<file path="src/rtl/lus_pkg.sv">
package lus_pkg;

  localparam int OPC_W = 6;

  localparam logic [OPC_W-1:0] OPC_RREG  = 6'h00;
  localparam logic [OPC_W-1:0] OPC_JUMP  = 6'h02;
  localparam logic [OPC_W-1:0] OPC_BREQ  = 6'h04;
  localparam logic [OPC_W-1:0] OPC_BRNE  = 6'h05;
  localparam logic [OPC_W-1:0] OPC_IMLO  = 6'h08;
  localparam logic [OPC_W-1:0] OPC_IMHI  = 6'h0E;
  localparam logic [OPC_W-1:0] OPC_UPIM  = 6'h0F;
  localparam logic [OPC_W-1:0] OPC_LOAD  = 6'h20;
  localparam logic [OPC_W-1:0] OPC_STORE = 6'h28;

  // How an instruction uses its register fields
  typedef struct packed {
    logic reads_rs;
    logic reads_rt;
    logic is_load;
  } src_use_t;

endpackage

</file>
<file path="src/rtl/lus_src_decode.sv">
module lus_src_decode
  import lus_pkg::*;
(
  input  logic [OPC_W-1:0] op,
  output src_use_t         use_o
);

  always_comb begin
    use_o = '0;
    unique case (op)
      OPC_RREG, OPC_STORE, OPC_BREQ, OPC_BRNE: begin
        use_o.reads_rs = 1'b1;
        use_o.reads_rt = 1'b1;
      end
      OPC_LOAD: begin
        use_o.reads_rs = 1'b1;
        use_o.is_load  = 1'b1;
      end
      OPC_JUMP, OPC_UPIM: begin
        use_o = '0;
      end
      default: begin
        // immediate ALU group and any other opcode: base register only
        use_o.reads_rs = 1'b1;
      end
    endcase
  end

  always_comb begin
    if (op >= OPC_IMLO && op <= OPC_IMHI) begin
      AST_IMM_NO_RT: assert (!use_o.reads_rt);
    end
  end

endmodule

</file>
<file path="src/rtl/lus_idex_track.sv">
module lus_idex_track #(
  parameter int REG_AW = 5
) (
  input  logic              clk,
  input  logic              rst_n,
  input  logic              bubble_i,
  input  logic              ld_i,
  input  logic [REG_AW-1:0] dst_i,
  output logic              ld_q,
  output logic [REG_AW-1:0] dst_q
);

  logic              ld_d;
  logic [REG_AW-1:0] dst_d;

  // next state: a bubble replaces the record of the decode-stage instruction
  always_comb begin
    if (bubble_i) begin
      ld_d  = 1'b0;
      dst_d = '0;
    end else begin
      ld_d  = ld_i;
      dst_d = dst_i;
    end
  end

  always_ff @(posedge clk or negedge rst_n) begin
    if (!rst_n) begin
      ld_q  <= 1'b0;
      dst_q <= '0;
    end else begin
      ld_q  <= ld_d;
      dst_q <= dst_d;
    end
  end

  AST_BUBBLE_CLEARS: assert property (@(posedge clk) disable iff (!rst_n)
    bubble_i |=> !ld_q);

endmodule

</file>
<file path="src/rtl/lus_hazard_cmp.sv">
module lus_hazard_cmp #(
  parameter int REG_AW = 5,
  parameter int NSRC   = 2
) (
  input  logic              clk,
  input  logic              rst_n,
  input  logic              trk_ld,
  input  logic [REG_AW-1:0] trk_dst,
  input  logic [REG_AW-1:0] src_reg [NSRC],
  input  logic [NSRC-1:0]   src_en,
  output logic              hazard
);

  logic [NSRC-1:0] hit;
  logic            dst_live;

  assign dst_live = trk_ld && (trk_dst != '0);

  for (genvar s = 0; s < NSRC; s++) begin : g_src
    assign hit[s] = dst_live && src_en[s] && (src_reg[s] == trk_dst);
  end

  assign hazard = |hit;

  AST_NO_R0_STALL: assert property (@(posedge clk) disable iff (!rst_n)
    hazard |-> (trk_dst != '0));
  AST_LOAD_ONLY: assert property (@(posedge clk) disable iff (!rst_n)
    hazard |-> trk_ld);

endmodule

</file>
<file path="src/rtl/lus_load_use_unit.sv">
module lus_load_use_unit
  import lus_pkg::*;
#(
  parameter int REG_AW = 5
) (
  input  logic              clk,
  input  logic              rst_n,
  input  logic [OPC_W-1:0]  ifid_op,
  input  logic [REG_AW-1:0] ifid_rs,
  input  logic [REG_AW-1:0] ifid_rt,
  output logic              pc_we,
  output logic              ifid_we,
  output logic              idex_bubble
);

  localparam int NSRC = 2;

  src_use_t          dec_use;
  logic              trk_ld;
  logic [REG_AW-1:0] trk_dst;
  logic [REG_AW-1:0] src_reg [NSRC];
  logic [NSRC-1:0]   src_en;
  logic              stall;

  lus_src_decode u_dec (
    .op    (ifid_op),
    .use_o (dec_use)
  );

  lus_idex_track #(.REG_AW(REG_AW)) u_trk (
    .clk      (clk),
    .rst_n    (rst_n),
    .bubble_i (stall),
    .ld_i     (dec_use.is_load),
    .dst_i    (ifid_rt),
    .ld_q     (trk_ld),
    .dst_q    (trk_dst)
  );

  assign src_reg[0] = ifid_rs;
  assign src_reg[1] = ifid_rt;
  assign src_en     = {dec_use.reads_rt, dec_use.reads_rs};

  lus_hazard_cmp #(.REG_AW(REG_AW), .NSRC(NSRC)) u_cmp (
    .clk     (clk),
    .rst_n   (rst_n),
    .trk_ld  (trk_ld),
    .trk_dst (trk_dst),
    .src_reg (src_reg),
    .src_en  (src_en),
    .hazard  (stall)
  );

  assign pc_we       = !stall;
  assign ifid_we     = !stall;
  assign idex_bubble = stall;

  AST_ONE_BUBBLE: assert property (@(posedge clk) disable iff (!rst_n)
    idex_bubble |=> !idex_bubble);
  AST_STALL_AFTER_LOAD: assert property (@(posedge clk) disable iff (!rst_n)
    idex_bubble |-> ($past(ifid_op) == OPC_LOAD));
  AST_FREEZE_BOTH: assert property (@(posedge clk) disable iff (!rst_n)
    idex_bubble |-> (!pc_we && !ifid_we));

endmodule

</file>
<file path="config.mk">
export PLATFORM = sky130hd
export DESIGN_NAME = lus_load_use_unit
export DESIGN_NICKNAME = d
export VERILOG_FILES = /design/src/rtl/lus_pkg.sv /design/src/rtl/lus_src_decode.sv /design/src/rtl/lus_idex_track.sv /design/src/rtl/lus_hazard_cmp.sv /design/src/rtl/lus_load_use_unit.sv
export SDC_FILE = /design/constraint.sdc
export NUM_CORES = 1
export LEC_CHECK = 0
export BUFFER_PORTS_ARGS = -buffer_cell sky130_fd_sc_hd__buf_2
export CAP_MARGIN = 5
export CORE_AREA = 2 2 39 41
export DETAILED_ROUTE_END_ITERATION = 8
export DIE_AREA = 0 0 41 43
export PLACE_DENSITY_LB_ADDON = 0.1
export SLEW_MARGIN = 20
export SYNTH_ARGS = -nofsm -noshare
export SYNTH_HDL_FRONTEND = slang
export SYNTH_SLANG_ARGS = --single-unit
</file>
<file path="constraint.sdc">
create_clock -name clk -period 2.2 [get_ports clk]
set_input_delay 0.44 -clock clk [delete_from_list [all_inputs] [get_ports clk]]
set_output_delay 0.44 -clock clk [all_outputs]
set_load 0.1 [all_outputs]
</file>
==> summary.txt, run 1 <==
Placed design
  – DP Area: 696.9 um2
  – Pre-CTS WS: -0.1012 ns
  – Placed cells: 89
  – Gpl congestion: about 0.64
  – Dpl hpwl: roughly 930 um
  – IO Port Bufs: 20

Clocking
  – Worst-path clk slew: 0.04 ns
  – Clk_lat worst skew: 0.25 ns
  – CTS tree: done
  – Clock buffer depth: 2
  – CTS root buffer: clkbuf_4
  – Clock H-tree levels: 1
  – CTS Buf Count: 3
  – Clk sinks: 6

Yosys
  – Adder-cell share of the synthesized area: 0%
  – Main area contributors after synthesis: dfrtp_1, xnor2_1, nor3b_1, nor4_2, nand3_1
  – Distinct cells, synth: 21
  – Cell taking the most area after synthesis: dfrtp_1
  – Cells after synthesis: 44
  – Largest family of logic cells by synthesized area: simple AND/OR/NAND/NOR gates
  – Mux cell area share after synthesis: 0%
  – Area share of and/or/nand/nor cells after synthesis: 34.02%
  – Share of Yosys cell area claimed by the top area cell type: 35.19%
  – Synth Net Count: 62
  – Synth Area in XOR/XNOR: 20.53%
  – Synthesis Warnings: 0
  – Syn avg cell area: 9.697 um2
  – Compound-Gate Fraction of Synth Area: between 7 and 8%
  – Sequential share of the synthesized area: 35.19%
  – Number of synthesized register bits: 6
  – Mapped Area: 426.7 um2

Worst setup path
  – CP Launch Type: flip-flop
  – Worst Path Required: between 1.5 and 2 ns
  – CP endpoint kind: output pin
  – WP data arrival: 1.93 ns
  – Worst Path Max Fanout: 3
  – CP Class: flip-flop to output pin
  – Worst r2r path cells: 6

STA
  – Final Cycle Share: 107.6%
  – Final hold vios: 0
  – Min Tclk post-route: 2.368 ns
  – Pins Over Slew Limit: 0
  – Final setup viols: 3
  – Worst setup margin: -0.1675 ns
  – Final Skew: ~0.0034 ns
  – Maximum clock frequency: 0.4224 GHz
  – Final setup TNS: -0.4694 ns
  – RSZ-0062 raised after global routing: true
  – Relative slew slack: 76.94%
  – Worst Tran Pin Value: 0.3434 ns

Finish
  – Leading cell type in the layout, fill and taps excluded: buf_2
  – Total Nets Final: 98
  – Diode count: 0
  – Ratio of cells with drive above 1 in the final layout: 55.13%
  – Cell area after layout: 759.5 um2
  – Commonest non-fill, non-tap cells in the layout: buf_2, buf_4, xnor2_1
  – Final Non-Filler Cells: 94
  – Final core utilization: 54.88%
  – P&R area growth vs syn: 78.01%

Min path
  – Worst hold-check path type: input port to flip-flop
  – Hold Path Depth: 2

Global route
  – Grt total ovfl: 0
  – Initial antenna violation count: 0
  – Met2 GRT Util: 27.81%
  – Gr usage total: 15.85%
  – Vias in the first global route: 451
  – Grt peak-use layer: met2
  – Met3 Usage GRT: about 2.1%
  – GR Util met1: 15.05%
  – Pin count of the biggest net entering global routing: 7
  – Global-route wire length before repair: around 1800 um

Power and ir drop
  – Net Sw Frac: 26.35%
  – P per Cell Area: 391.6 nW/um2
  – NetSw: ~0.08 mW
  – Leak: 0.3240 nW
  – Max rail drop VDD: 0.3166 mV
  – Int Power: about 0.22 mW
  – Seq pwr share: between 40 and 50%
  – Clock share of power: 34.1%
  – Combinational Power Share: about a quarter

Route
  – Antenna Nets Post-Route: 0
  – DR WL/cell: ~12 um
  – Drt pass-1 iters: 2
  – Vias: about 430
  – Detailed Route Iter0 Violations: 1
  – Routed wire length: 1091 um
  – DRC: 0
  – Via/cell ratio: 4.585

Run status
  – Failing checks: negative setup slack
  – Status: finished with violations

Die
  – Die W: 41 um
  – Die extent in y: ~43 um
  – Starting Density: 30.83%
  – Number of cell rows: 14
  – Core area: 1384 um2
  – DIE AREA: between 1500 and 2000 um2
  – IO Count: 21

Job
  – Maximum capacitance violations: 0
-- metrics by stage --
stage | power, mW | hold slack (ns)
3_3_place_gp | 0.1943 | 0.2664
3_5_place_dp | 0.1946 | 0.2645
4_1_cts | 0.3034 | 0.4661
6_report | 0.2974 | 0.4715
2_1_floorplan | 0.1552 | 0.1444
5_1_grt | 0.3122 | 0.4794
-- final cells by class --
| cell class | instances | area [um2] |
|---|---|---|
| fill | 134 | 624.3 |
| clock buffer | 3 | 22.52 |
| sequential | 6 | 150.1 |
| tap | 16 | 20.02 |
| inverter | 1 | 3.754 |
| timing repair buffer | 32 | 237.7 |
| multi-input combinational | 36 | 325.3 |
-- final timing paths --
path,slack [ns],endpoint,from
worst max register to register,0.44,u_trk.dst_q[2],u_trk.dst_q[1]
min in group asynchronous,0.54,u_trk.dst_q[1],rst_n
worst min-delay path,0.47,u_trk.dst_q[4],ifid_rt[4]
max in group asynchronous,1.53,u_trk.dst_q[3],rst_n
worst min register to register,0.92,u_trk.ld_q,u_trk.ld_q
worst max-delay path,-0.17,ifid_we,u_trk.dst_q[1]
-- logic make-up after synthesis --
| family | count (synthesis) |
|---|---|
| AND/OR/NAND/NOR | 22 |
| AO/OA/AOI/OAI | 4 |
| XOR/XNOR | 10 |
| buffers and inverters | 2 |
| flip-flops | 6 |
-- flip-flops by register name, indices dropped and copies added (netlist names) --
| name | count |
|---|---|
| u_trk.dst_q | 5 |
| u_trk.ld_q | 1 |
-- critical path, stage by stage (launching register included) --
cell     delay, ns
dfrtp_1       0.37
or4_4         0.54
o21ai_4       0.20
nor4_4        0.08
buf_4         0.14
nor2_4        0.14
buf_12        0.19
-- repair_timing --
item / in CTS / in global routing
hold endpoints to repair: 3 / 0
setup buffers: 0 / 1
endpoints found under the setup margin: 3 / 3
hold buffers: 1 / 0
pin swaps: 1 / 3
resized for setup: 4 / 0
-- synthesized netlist by cell type --
| cell | instances |
|---|---|
| dfrtp_1 | 6 |
| nor3b_1 | 5 |
| a21oi_1 | 1 |
| or3b_2 | 1 |
| buf_4 | 1 |
| a2111oi_2 | 1 |
| or3_1 | 1 |
| nand3_1 | 3 |
| nand2_1 | 2 |
| nor4_2 | 2 |
| nor2_1 | 2 |
| a211oi_1 | 1 |
| nor4_1 | 1 |
| xnor2_1 | 10 |
| inv_1 | 1 |
| or2_1 | 1 |
| nor2b_1 | 1 |
| o21ai_1 | 1 |
| nand4_1 | 1 |
| nor3_1 | 1 |
| or4_1 | 1 |
-- layer usage --
layer | vias to the layer above | share of wire, %
met5 | - | 0
met4 | 0 | 2.8
met3 | 3 | 5.3
met2 | 12 | 54
met1 | 190 | 38
li1 | 226 | -
-- power groups by stage --
stage | Sequential [mW] | Clock (mW) | Combinational (mW)
3_3_place_gp | 0.121 | 0 | 0.0730
6_report | 0.120 | 0.102 | 0.0755
4_1_cts | 0.120 | 0.106 | 0.0770
5_1_grt | 0.121 | 0.108 | 0.0838
2_1_floorplan | 0.122 | 0 | 0.0334
3_5_place_dp | 0.121 | 0 | 0.0735
Power figures use the tool's default switching activity.
==> inputs of run 2 (changes only) <==
--- a/config.mk
+++ b/config.mk
@@ -14,4 +14,5 @@
 export SLEW_MARGIN = 20
 export SYNTH_ARGS = -nofsm -noshare
 export SYNTH_HDL_FRONTEND = slang
+export SYNTH_HIERARCHICAL = 1
 export SYNTH_SLANG_ARGS = --single-unit
==> summary.txt, run 2 <==
Run status
  – Status: complete, no violations

Finish
  – P&R area growth vs syn: 55.83%
  – Multi-input gate area: 267.8 um2 (-18%)
  – Diode count: 0 (unchanged)
  – Biggest regs: u_trk/dst_q x5, u_trk/ld_q x1
  – FF+latch area: 150.1 um2 (unchanged)
  – Largest register FFs: 5 (unchanged)
  – Commonest non-fill, non-tap cells in the layout: buf_2, xor2_1, nor2b_1, dfrtp_1
  – Largest reg by FF count: u_trk/dst_q
  – Final Non-Filler Cells: 83 (-12%)
  – Total Nets Final: 87 (-11%)
  – Fillers: 132 (-1.5%)
  – Leading cell type in the layout, fill and taps excluded: buf_2
  – Ratio of cells with drive above 1 in the final layout: 47.76% (-7.4 points)
  – Cell area after layout: 635.6 um2 (-16%)

STA
  – Min Tclk post-route: 2.153 ns (-0.2141 ns)
  – Final setup viols: 0 (-3)
  – Worst Tran Pin Value: 0.2053 ns (-0.1380 ns)
  – Final Cycle Share: 97.88% (-9.7 points)
  – Final hold vios: 0 (unchanged)
  – Pins Over Slew Limit: 0 (unchanged)
  – Relative slew slack: 86.20% (+9.3 points)
  – Final Skew: 0.004315 ns (+0.0009197 ns)
  – Hold WS: 0.01006 ns (-0.4615 ns)
  – Final setup TNS: 0 ns (+0.4694 ns)
  – Maximum clock frequency: 0.4644 GHz (+9.9%)
  – RSZ-0062 raised after global routing: true

Worst setup path
  – Crit path depth: 6 (unchanged)
  – Worst r2r path cells: 6 (unchanged)
  – Reg-to-reg slack, setup: 0.56 ns (+0.12 ns)
  – Worst Path Required: 1.76 ns (about the same)
  – CP Class: flip-flop to output pin
  – Crit-path leading delay family: simple AND/OR/NAND/NOR gates
  – FF-to-FF Start: u_trk/dst_q[1]
  – RR Endpoint: u_trk/ld_q
  – WP data arrival: 1.71 ns (-0.22 ns)
  – Worst path max stage delay: 0.40 ns (-0.14 ns)
  – CP Launch Type: flip-flop
  – Critical Path, Cell by Cell: xor2_1, nor4_2, nand3_1, a21oi_4, buf_6, buf_12
  – CP endpoint kind: output pin
  – Buf/Inv on CP: 2 (unchanged)
  – CP max stage cell: dfrtp_1
  – Worst Path Max Fanout: 3 (unchanged)

Placed design
  – Dpl hpwl: 720.7 um (-23%)
  – IO Port Bufs: 20 (unchanged)
  – Placed cells: 80 (-10%)
  – DP Area: 569.3 um2 (-18%)
  – Gpl congestion: 0.6875 (+7.9%)

Route
  – Drt pass-1 iters: 3 (+1)
  – Detailed Route Iter0 Violations: 4 (+3)
  – Routed wire length: 887 um (-19%)
  – Via/cell ratio: 4.639 (+1.2%)
  – Vias: 385 (-11%)
  – DR WL/cell: 10.69 um (-7.9%)
  – DRC: 0 (unchanged)
  – Antenna Nets Post-Route: 0 (unchanged)

Yosys
  – Cell taking the most area after synthesis: dfrtp_1
  – Commonest cells post-synth: xor2_1, dfrtp_1, nor2b_1, nor2_1
  – Share of Yosys cell area claimed by the top area cell type: 36.81% (+1.6 points)
  – Post-synth EDFFs: 0 (unchanged)
  – Cells after synthesis: 42 (-4.5%)
  – Mapped Area: 407.9 um2 (-4.4%)
  – Ys async rst share: 100.0% (unchanged)
  – Most frequent cell after synthesis: xor2_1
  – Sequential share of the synthesized area: 36.81% (+1.6 points)
  – Main area contributors after synthesis: dfrtp_1, xor2_1, nor2b_1, xnor2_1, and4bb_1
  – Top_reg_cell synth: dfrtp_1
  – Number of synthesized register bits: 6 (unchanged)
  – Distinct cells, synth: 20 (-4.8%)
  – Synth Net Count: 60 (-3.2%)
  – Synthesis Warnings: 6 (+6)
  – Syn avg cell area: 9.712 um2 (+0.15%)

Job
  – Maximum capacitance violations: 0 (unchanged)

Global route
  – Initial antenna violation count: 0 (unchanged)
  – Pin count of the biggest net entering global routing: 7 (unchanged)
  – Vias in the first global route: 370 (-18%)
  – Gr usage total: 13.03% (-2.8 points)
  – Grt total ovfl: 0 (unchanged)
  – Global-route wire length before repair: 1545 um (-13%)

Die
  – Die W: 41 um (unchanged)
  – IO Count: 21 (unchanged)
  – Starting Density: 29.48% (-1.4 points)
  – DIE AREA: 1763 um2 (unchanged)
  – Number of cell rows: 14 (unchanged)
  – Die extent in y: 43 um (unchanged)
  – Core area: 1384 um2 (unchanged)

Clocking
  – Clk sinks: 6 (unchanged)
  – CTS root buffer: clkbuf_4
  – Clock H-tree levels: 1 (unchanged)
  – # hold bufs at CTS: 0 (-1)
  – Clk_lat worst skew: 0.24 ns (about the same)
  – CTS tree: done
  – Clock buffer depth: 2 (unchanged)
  – Worst-path clk slew: 0.04 ns (about the same)
  – CTS Buf Count: 3 (unchanged)

Power and ir drop
  – Total power: 0.2731 mW (-8.2%)
  – Leak: 0.2892 nW (-11%)
  – Max rail drop VDD: 0.3320 mV (+4.9%)
  – P per Cell Area: 429.6 nW/um2 (+9.7%)

Min path
  – Worst hold-check path type: input port to async pin
[run 2: cell types whose count changed after synthesis, sizes merged, moves of 2 or more]
cell,delta
nand2,-2
nor3b,-4
xnor2,-8
nor2b,+5
xor2,+8
[run 2: routing by layer]
layer / global-route usage, % / routed length [um] / vias to the layer above
met4: 4.000 / 0 / 0
met3: 6.806 / 70 / 0
li1: - / - / 202
met5: 0 / 0 / -
met1: 18.69 / 379 / 169
met2: 16.56 / 437 / 14
[run 2: logic make-up (layout without fill, tap and decap cells)]
family / count (synthesis) / count (layout) / synth area share, %
buffers and inverters: 2 / 27 / 2.761
xor gates and xnor gates: 10 / 10 / 21.47
DFF: 6 / 6 / 36.81
AOI/OAI and AO/OA: 4 / 4 / 6.440
and+or+nand+nor: 20 / 20 / 32.52
[run 2: how the worst max path moves through the flow]
stage               slack (ns)      startpoint     endpoint
finish                    0.05  u_trk/dst_q[1]  idex_bubble
global route             -0.08  u_trk/dst_q[3]  idex_bubble
CTS                      -0.03  u_trk/dst_q[1]  idex_bubble
detailed placement        0.07      ifid_rt[0]        pc_we
global placement          0.04  u_trk/dst_q[1]      ifid_we
floorplan                -0.97      ifid_rs[1]        pc_we
[run 2: through the flow]
step	setup WS [ns]	utilization, %
2_1_floorplan	-0.9668	-
3_3_place_gp	0.03621	41.14
3_5_place_dp	0.06683	41.14
4_1_cts	-0.02609	44.21
5_1_grt	-0.07837	45.93
6_report	0.04663	45.93
[run 2: final cells by class]
cell class / instances / area share, %
Timing Repair Buffer: 23 / 26.97
Multi-Input combinational cell: 34 / 42.13
Sequential cell: 6 / 23.62
Inverter: 1 / 0.5906
Clock buffer: 3 / 3.543
Tap cell: 16 / 3.150
[run 2: what timing repair did]
item	in CTS	in global routing
endpoints found under the hold margin	0	0
endpoints found under the setup margin	3	3
pin swaps	1	4
buffers inserted	0	0
gates cloned	0	0
resized for setup	6	6
[run 2: power by group]
group	internal, mW	total, mW	switching, mW
sequential	0.116	0.121	0.00489
clock	0.0615	0.0989	0.0374
combinational	0.0286	0.0535	0.0249
total	0.206	0.273	0.0672
==> inputs of run 3 (changes only) <==
--- a/config.mk
+++ b/config.mk
@@ -5,7 +5,7 @@
 export SDC_FILE = /design/constraint.sdc
 export NUM_CORES = 1
 export LEC_CHECK = 0
-export BUFFER_PORTS_ARGS = -buffer_cell sky130_fd_sc_hd__buf_2
+export BUFFER_PORTS_ARGS = -buffer_cell sky130_fd_sc_hd__clkbuf_2
 export CAP_MARGIN = 5
 export CORE_AREA = 2 2 39 41
 export DETAILED_ROUTE_END_ITERATION = 8
==> summary.txt, run 3 (same netlist as run 2, synthesis figures left out) <==
Run status
  – Status: complete, no violations

Finish
  – Final core utilization: 45.93% (unchanged)
  – Largest register FFs: 5 (unchanged)
  – Diode count: 0 (unchanged)
  – Biggest regs: u_trk/dst_q x5, u_trk/ld_q x1
  – Fillers: 150 (+14%)
  – Ratio of cells with drive above 1 in the final layout: 47.76% (unchanged)
  – Total Nets Final: 87 (unchanged)
  – FF+latch area: 150.1 um2 (unchanged)
  – Leading cell type in the layout, fill and taps excluded: clkbuf_2
  – Commonest non-fill, non-tap cells in the layout: clkbuf_2, xor2_1, nor2b_1, dfrtp_1
  – P&R area growth vs syn: 55.83% (unchanged)
  – Largest reg by FF count: u_trk/dst_q
  – Multi-input gate area: 267.8 um2 (unchanged)

Worst setup path
  – CP endpoint kind: output pin
  – CP Launch Type: flip-flop
  – CP Class: flip-flop to output pin
  – Reg-to-reg slack, setup: 0.65 ns (+0.09 ns)
  – Worst Path Max Fanout: 3 (unchanged)
  – Worst Path Required: 1.76 ns (about the same)
  – WP data arrival: 1.74 ns (+0.03 ns)

Global route
  – Grt total ovfl: 0 (unchanged)
  – Gr usage total: 13.23% (+0.20 points)
  – Global-route wire length before repair: 1566 um (+1.4%)
  – GR Util met1: 19.02% (+0.33 points)
  – Met2 GRT Util: 16.88% (+0.31 points)
  – Pin count of the biggest net entering global routing: 7 (unchanged)
  – Vias in the first global route: 398 (+7.6%)
  – Met3 Usage GRT: 3.665% (-3.1 points)
  – Initial antenna violation count: 0 (unchanged)
  – Grt peak-use layer: met1

Clocking
  – Clock buffer depth: 2 (unchanged)
  – Clk sinks: 6 (unchanged)
  – CTS Buf Count: 3 (unchanged)
  – Clk_lat worst skew: 0.24 ns (about the same)
  – Worst-path clk slew: 0.04 ns (about the same)
  – CTS tree: done
  – Clock H-tree levels: 1 (unchanged)
  – CTS root buffer: clkbuf_4

Route
  – Routed wire length: 868 um (-2.1%)
  – Drt pass-1 iters: 2 (-1)
  – Vias: 378 (-1.8%)
  – DRC: 0 (unchanged)
  – Antenna Nets Post-Route: 0 (unchanged)
  – Via/cell ratio: 4.554 (-1.8%)
  – Detailed Route Iter0 Violations: 2 (-2)
  – DR WL/cell: 10.46 um (-2.1%)

Placed design
  – IO Port Bufs: 20 (unchanged)
  – Gpl congestion: 0.6835 (-0.58%)
  – Dpl hpwl: 728.9 um (+1.1%)

STA
  – Worst Tran Pin Value: 0.1998 ns (-0.005561 ns)
  – Final Cycle Share: 99.26% (+1.4 points)
  – Final setup viols: 0 (unchanged)
  – Maximum clock frequency: 0.4579 GHz (-1.4%)
  – Final setup TNS: 0 ns (unchanged)
  – RSZ-0062 raised after global routing: true
  – Pins Over Slew Limit: 0 (unchanged)
  – Relative slew slack: 86.57% (+0.37 points)
  – Final hold vios: 0 (unchanged)
  – Min Tclk post-route: 2.184 ns (+0.03042 ns)
  – Hold WS: 0.02013 ns (+0.01008 ns)
  – Final Skew: 0.0001887 ns (-0.004126 ns)

Power and ir drop
  – Max rail drop VDD: 0.2425 mV (-27%)
  – Combinational Power Share: 19.4% (-0.2 points)
  – NetSw: 0.06692 mW (-0.40%)
  – Total power: 0.2727 mW (-0.16%)
  – Leak: 0.2929 nW (+1.3%)
  – Int Power: 0.2057 mW (about the same)
  – Net Sw Frac: 24.54% (-0.061 points)
  – Clock share of power: 36.2% (about the same)
  – Seq pwr share: 44.4% (+0.2 points)
  – P per Cell Area: 429.0 nW/um2 (-0.16%)

Die
  – IO Count: 21 (unchanged)
  – Die extent in y: 43 um (unchanged)
  – Core area: 1384 um2 (unchanged)
  – Number of cell rows: 14 (unchanged)
  – Starting Density: 29.48% (unchanged)
  – Die W: 41 um (unchanged)
  – DIE AREA: 1763 um2 (unchanged)

Min path
  – Worst hold-check path type: input port to async pin

Job
  – Maximum capacitance violations: 0 (unchanged)
-- run 3: worst max-delay path, stage by stage, from the launching register on --
cell and delay [ns]:
dfrtp_1 0.40, xor2_1 0.18, nor4_2 0.27, nand3_1 0.15, a21oi_4 0.22, buf_6 0.13
buf_12 0.16
-- run 3: metrics by stage --
step | worst slack, ns | area, um2 | instances
after floorplan | -0.9668 | 419.2 | 42
after global placement | 0.03653 | 584.3 | 78
after CTS | -0.03075 | 621.8 | 82
after detailed placement | 0.07678 | 584.3 | 78
final | 0.01621 | 635.6 | 83
after global routing | -0.05960 | 635.6 | 83
-- run 3: power groups by stage --
stage / clock [mW] / combinational, mW / sequential, mW
CTS: 0.106 / 0.0509 / 0.121
finish: 0.0987 / 0.0530 / 0.121
detailed placement: 0 / 0.0505 / 0.123
global placement: 0 / 0.0500 / 0.123
floorplan: 0 / 0.0250 / 0.121
global route: 0.111 / 0.0598 / 0.121
-- run 3: final timing paths --
path | from | cells after the start | endpoint
max | u_trk/dst_q[1] | 6 | idex_bubble
min | rst_n | 1 | u_trk/dst_q[3]
max reg2reg | u_trk/dst_q[1] | 6 | u_trk/dst_q[2]
min reg2reg | u_trk/ld_q | 4 | u_trk/dst_q[4]
max in group asynchronous | rst_n | 1 | u_trk/dst_q[2]
min in group clk | ifid_rt[0] | 2 | u_trk/dst_q[0]
-- run 3: layer usage --
layer | vias to the layer above | routed length [um]
met5 | - | 0
met4 | 0 | 0
met3 | 0 | 62
met2 | 12 | 406
met1 | 167 | 399
li1 | 199 | -
-- run 3: timing repair --
| action | 4_1_cts | 5_1_grt |
|---|---|---|
| pin swaps | 5 | 5 |
| buffers inserted | 1 | 1 |
| resized for setup | 3 | 1 |
| endpoints found under the setup margin | 2 | 3 |
| hold buffers | 0 | 0 |
-- run 3: cell type report --
type                    count  area share, %
well taps                  16          3.150
flip-flops and latches      6          23.62
repair buffers             23          26.97
clock buffers               3          3.543
inverters                   1         0.5906
multi-input cells          34          42.13
